<file path="config.mk">
export PLATFORM = sky130hd
export DESIGN_NAME = uline_tx
export DESIGN_NICKNAME = d
export VERILOG_FILES = /design/src/rtl/ulx_pkg.sv /design/src/rtl/ulx_tick_timer.sv /design/src/rtl/ulx_char_shift.sv /design/src/rtl/ulx_tx_fsm.sv /design/src/rtl/uline_tx.sv
export SDC_FILE = /design/constraint.sdc
export NUM_CORES = 1
export LEC_CHECK = 0
export BUFFER_PORTS_ARGS = -buffer_cell sky130_fd_sc_hd__buf_2
export CAP_MARGIN = 20
export CORE_MARGIN = 4
export CORE_UTILIZATION = 59
export CTS_BUF_LIST = sky130_fd_sc_hd__clkbuf_8
export DETAILED_ROUTE_END_ITERATION = 10
export GPL_ROUTABILITY_DRIVEN = 1
export PLACE_DENSITY = 0.86
export SLEW_MARGIN = 10
export SYNTH_ARGS = -nofsm -noshare
export SYNTH_HDL_FRONTEND = slang
export SYNTH_SLANG_ARGS = --single-unit
</file>
<file path="constraint.sdc">
create_clock -name clk -period 2.3 [get_ports clk]
set_clock_uncertainty 0.05 [all_clocks]
set_input_delay 0.46 -clock clk [delete_from_list [all_inputs] [get_ports clk]]
set_output_delay 0.46 -clock clk [all_outputs]
set_load 0.01 [all_outputs]
</file>
<file path="src/rtl/ulx_pkg.sv">
package ulx_pkg;

    localparam int unsigned CHAR_W = 8;

    typedef enum logic [2:0] {
        ST_IDLE,
        ST_START,
        ST_DATA,
        ST_PARITY,
        ST_STOP
    } ulx_state_e;

    typedef struct packed {
        logic [1:0] stop_sel;
        logic [1:0] size_sel;
        logic       par_en;
        logic       par_odd;
    } ulx_cfg_t;

endpackage

</file>
<file path="src/rtl/ulx_tick_timer.sv">
module ulx_tick_timer #(
    parameter int CNT_W = 5
) (
    input  logic             clk,
    input  logic             rst_n,
    input  logic             tick,
    input  logic             clr,
    output logic [CNT_W-1:0] cnt
);

    always_ff @(posedge clk or negedge rst_n) begin
        if (!rst_n) begin
            cnt <= '0;
        end else if (clr) begin
            cnt <= '0;
        end else if (tick) begin
            cnt <= cnt + 1'b1;
        end
    end

endmodule

</file>
<file path="src/rtl/ulx_char_shift.sv">
module ulx_char_shift
    import ulx_pkg::*;
(
    input  logic              clk,
    input  logic              rst_n,
    input  logic              load,
    input  logic              shift,
    input  logic [CHAR_W-1:0] data,
    input  logic              par_odd,
    output logic              lsb,
    output logic              par_bit
);

    logic [CHAR_W-1:0] sh_q;
    logic              acc_q;

    // The accumulator starts at the parity sense and folds in each bit as it leaves.
    always_ff @(posedge clk or negedge rst_n) begin
        if (!rst_n) begin
            sh_q  <= '0;
            acc_q <= 1'b0;
        end else if (load) begin
            sh_q  <= data;
            acc_q <= par_odd;
        end else if (shift) begin
            sh_q  <= {1'b0, sh_q[CHAR_W-1:1]};
            acc_q <= acc_q ^ sh_q[0];
        end
    end

    assign lsb     = sh_q[0];
    assign par_bit = acc_q;

endmodule

</file>
<file path="src/rtl/ulx_tx_fsm.sv">
module ulx_tx_fsm
    import ulx_pkg::*;
#(
    parameter int OVS   = 16,
    parameter int CNT_W = 5
) (
    input  logic             clk,
    input  logic             rst_n,
    input  logic             tick,
    input  logic [CNT_W-1:0] cnt,
    input  logic             tx_valid,
    input  ulx_cfg_t         cfg_in,
    input  logic             lsb,
    input  logic             par_bit,
    output logic             load,
    output logic             shift,
    output logic             clr,
    output logic             tx_ready,
    output logic             done,
    output logic             txd
);

    localparam int HALF = OVS / 2;
    localparam logic [CNT_W-1:0] BIT_LAST = CNT_W'(OVS - 1);

    ulx_state_e       state_q, state_nx;
    ulx_cfg_t         cfg_q;
    logic [2:0]       idx_q;
    logic [2:0]       idx_last;
    logic [CNT_W-1:0] stop_last;
    logic             bit_end;
    logic             adv;

    assign idx_last  = {1'b0, cfg_q.size_sel} + 3'd4;
    assign stop_last = CNT_W'((int'(cfg_q.stop_sel) + 1) * HALF - 1);
    assign bit_end   = tick && (cnt == BIT_LAST);

    // state register
    always_ff @(posedge clk or negedge rst_n) begin
        if (!rst_n) begin
            state_q <= ST_IDLE;
            cfg_q   <= '0;
            idx_q   <= '0;
        end else begin
            state_q <= state_nx;
            if (load) begin
                cfg_q <= cfg_in;
                idx_q <= '0;
            end else if (shift) begin
                idx_q <= idx_q + 3'd1;
            end
        end
    end

    // transitions
    always_comb begin
        state_nx = state_q;
        load     = 1'b0;
        shift    = 1'b0;
        adv      = 1'b0;
        unique case (state_q)
            ST_IDLE: begin
                if (tx_valid) begin
                    load     = 1'b1;
                    state_nx = ST_START;
                end
            end
            ST_START: begin
                if (bit_end) begin
                    adv      = 1'b1;
                    state_nx = ST_DATA;
                end
            end
            ST_DATA: begin
                if (bit_end) begin
                    adv   = 1'b1;
                    shift = 1'b1;
                    if (idx_q == idx_last) begin
                        state_nx = cfg_q.par_en ? ST_PARITY : ST_STOP;
                    end
                end
            end
            ST_PARITY: begin
                if (bit_end) begin
                    adv      = 1'b1;
                    state_nx = ST_STOP;
                end
            end
            ST_STOP: begin
                if (tick && (cnt == stop_last)) begin
                    adv      = 1'b1;
                    state_nx = ST_IDLE;
                end
            end
            default: state_nx = ST_IDLE;
        endcase
    end

    // outputs
    always_comb begin
        clr      = adv || (state_q == ST_IDLE);
        tx_ready = (state_q == ST_IDLE);
        done     = (state_q == ST_STOP) && adv;
        unique case (state_q)
            ST_START:  txd = 1'b0;
            ST_DATA:   txd = lsb;
            ST_PARITY: txd = par_bit;
            default:   txd = 1'b1;
        endcase
    end

endmodule

</file>
<file path="src/rtl/uline_tx.sv">
module uline_tx
    import ulx_pkg::*;
#(
    parameter int OVS = 16
) (
    input  logic              clk,
    input  logic              rst_n,
    input  logic              tick,
    input  logic              tx_valid,
    output logic              tx_ready,
    input  logic [CHAR_W-1:0] tx_data,
    input  logic [1:0]        cfg_stop,
    input  logic [1:0]        cfg_size,
    input  logic              cfg_par_en,
    input  logic              cfg_par_odd,
    output logic              txd,
    output logic              done
);

    localparam int CNT_W = $clog2(2 * OVS);

    ulx_cfg_t         cfg_w;
    logic [CNT_W-1:0] cnt;
    logic             load, shift, clr, lsb, par_bit;

    assign cfg_w = '{stop_sel: cfg_stop, size_sel: cfg_size,
                     par_en: cfg_par_en, par_odd: cfg_par_odd};

    ulx_tick_timer #(.CNT_W(CNT_W)) u_timer (
        .clk(clk), .rst_n(rst_n), .tick(tick), .clr(clr), .cnt(cnt)
    );

    ulx_char_shift u_shift (
        .clk(clk), .rst_n(rst_n), .load(load), .shift(shift),
        .data(tx_data), .par_odd(cfg_par_odd), .lsb(lsb), .par_bit(par_bit)
    );

    ulx_tx_fsm #(.OVS(OVS), .CNT_W(CNT_W)) u_fsm (
        .clk(clk), .rst_n(rst_n), .tick(tick), .cnt(cnt),
        .tx_valid(tx_valid), .cfg_in(cfg_w), .lsb(lsb), .par_bit(par_bit),
        .load(load), .shift(shift), .clr(clr),
        .tx_ready(tx_ready), .done(done), .txd(txd)
    );

endmodule

</file>
==> results.yml <==
yosys:
  yosysWarningCount: 0
  ys_ff_latch: 25
  synth_area_per_cell_um2: 11.30
  synth.distinct_cells: 44
  synth-async-reset-ratio: 1.000
  synth_largest_area_cell: "dfrtp_1"
  synthTopCellsByArea: "dfrtp_1 (43%), mux2i_1 (5.5%), mux2_4 (5.1%)"
  netlist_area_um2: 1469
  yosys-top-cells-count: "dfrtp_1 (25), nand2_1 (16), mux2i_1 (8)"
  yosys.cell_count.top_type: "dfrtp_1"
  synth_edf_count: 0
  synth_flop_cell: "dfrtp_1"
  ys_seq_area_frac: 0.4259
  synth_fp_nets: 151
  synth_top_area_share: 0.4259
  syn_inst: 130
floorplan:
  die_area_um2: 3352
  rows: 17
  io_pins: 21
  die-width_um: 57.90
  core_um2: 2297
  fp.dieH_um: 57.90
  start_util: 0.6394
finish:
  syn_to_final_growth_pct: 5.111
  fin_cells: 174
  multi_input_area_um2: 734.5
  ff_latch_area_um2: 625.6
  diodes: 0
  drive_gt1_frac: 0.2945
  fillers: 187
  nets: 168
timing:
  setup_tns_ns: 0
  hold_slack_ns: 0.1233
  finalSetupViolations: 0
  fmax_mhz: 482.6
  hold_violations: 0
  rsz0062_at_grt: "no"
  fin_crit_ns: 2.072
  slew_headroom: 0.6351
  finalCritPeriodShare: 0.9009
  slew_viol_final: 0
  tightest_slew_ns: 0.5474
global_routing:
  grtUsageTotal: 0.1677
  grt_pass1_vias: 995
  antenna_found_initial: 0
  grt-ovfl-total: 0
  grt_pass1_wl_mm: 4.388
  grt_max_degree: 27
cts:
  cts.sinks: 25
  clock_path_buffers: 2
  numCtsBuffers: 3
  clk_latency_ns: 0.26
  h-tree-depth: 1
  cts_tree: "done"
  cts_setup_buffers: 0
  ctsResizeCount: 0
  cts_hold_buffers: 0
  clock-root-buffer: "clkbuf_8"
  path_clk_slew_ns: 0.08
route:
  num_vias: 983
  drtPass1Iterations: 7
  wl_mm: 2.533
  routed_via_density: 5.649
  drc_errors: 0
  drt_iter0_markers: 11
  ant_nets: 0
  wl_per_cell_um: 14.56
place:
  place_hpwl_mm: 1.875
  dp_cells: 170
  port_buffers: 20
  place.gp.congestion: 0.7635
worst_setup_path:
  cp_slowest_cell: "dfrtp_1"
  crit_type: "register to primary output"
  arrival_ns: 1.56
  start_kind: "register"
  path_cells: "ha_1 -> and3_1 -> nand3_2 -> nor4b_1 -> buf_2"
  slowest_delay_ns: 0.40
  required_ns: 1.79
  end_kind: "primary output"
  crit_path_max_fanout: 3
hold_path:
  hp-class: "primary input to asynchronous set/reset pin"
power:
  cellPowerDensity_nw_per_um2: 981.1
  p_leak_nw: 0.7570
  peakVddDrop_mv: 0.6121
  power_mw: 1.515
run_status:
  outcome: "complete, no violations"
job:
  max-cap-violations: 0
[metal layers]
layer,up-vias,wire (um),GRT usage
met1,469,1056,0.2107
met4,0,67,0.07285
li1,477,-,-
met3,10,125,0.03563
met2,27,1284,0.2774
met5,-,0,0
[through the flow]
step / setup slack, ns / util / area [um2]
6_report: 0.2279 / 0.6721 / 1544
5_1_grt: 0.02824 / 0.6721 / 1544
4_1_cts: 0.1974 / 0.6721 / 1544
3_5_place_dp: 0.4014 / 0.6525 / 1499
3_3_place_gp: 0.4547 / 0.6525 / 1499
2_1_floorplan: 0.4911 / - / 1469
[where the power goes]
group	switching, mW	total [mW]	internal [mW]
combinational	0.221	0.492	0.271
sequential	0.164	0.774	0.611
clock	0.129	0.248	0.119
[area by class of cell]
| type | count | share of cell area |
|---|---|---|
| Clock inverter | 1 | 0.002431 |
| Clock buffer | 3 | 0.02674 |
| Tap cell | 28 | 0.02269 |
| Inverter | 1 | 0.002431 |
| Timing Repair Buffer | 20 | 0.06483 |
| Sequential cell | 25 | 0.4052 |
| Multi-Input combinational cell | 96 | 0.4757 |
[worst max-delay path: cells and delay by family (launching register included)]
family	cells	cell delay (ns)
AND/OR/NAND/NOR	3	0.54
flip-flops	1	0.40
adder cells (fa/ha/maj)	1	0.19
buffers and inverters	1	0.18
[flip-flops by register name, indices dropped and copies added, names as in the netlist]
register,count
u_timer.cnt,5
u_shift.sh_q,8
u_fsm.cfg_q,5
u_shift.par_bit,1
u_fsm.idx_q,3
u_fsm.state_q,3
[cell usage in the layout, fill, tap and decap left out, types with 3 or more instances in the layout]
cell and count:
a21oi_1 4, buf_2 20, clkbuf_8 3, dfrtp_1 25, ha_1 3, mux2_4 5
mux2i_1 8, nand2_1 16, nand3_1 3, nor2_1 7, o21ai_1 7, xnor2_1 5
xor2_1 5
[path summary, 6_finish.rpt]
kind | from | end | slack (ns) | cells past startpoint
hold reg to reg | u_shift.sh_q[7]$_DFFE_PN0P_ | u_shift.sh_q[7]$_DFFE_PN0P_ | 0.48 | 2
setup reg to reg | u_timer.cnt[0]$_DFFE_PN0P_ | u_shift.sh_q[4]$_DFFE_PN0P_ | 0.42 | 7
min in group clk | tx_data[7] | u_shift.sh_q[7]$_DFFE_PN0P_ | 0.34 | 3
max in group asynchronous | rst_n | u_fsm.cfg_q[3]$_DFFE_PN0P_ | 1.71 | 1
setup / recovery | u_timer.cnt[0]$_DFFE_PN0P_ | done | 0.23 | 5
hold / removal | rst_n | u_fsm.state_q[1]$_DFFE_PN0P_ | 0.12 | 1
[cells by family after synthesis]
family | count (synthesis) | share of synthesized area
AOI/OAI and AO/OA | 21 | 0.1133
xor gates and xnor gates | 10 | 0.05962
adders and majority gates | 3 | 0.02556
buffers and inverters | 9 | 0.07410
DFF | 25 | 0.4259
muxes | 14 | 0.1133
and+or+nand+nor | 48 | 0.1883
No activity file was read; power rests on OpenSTA's default activity.
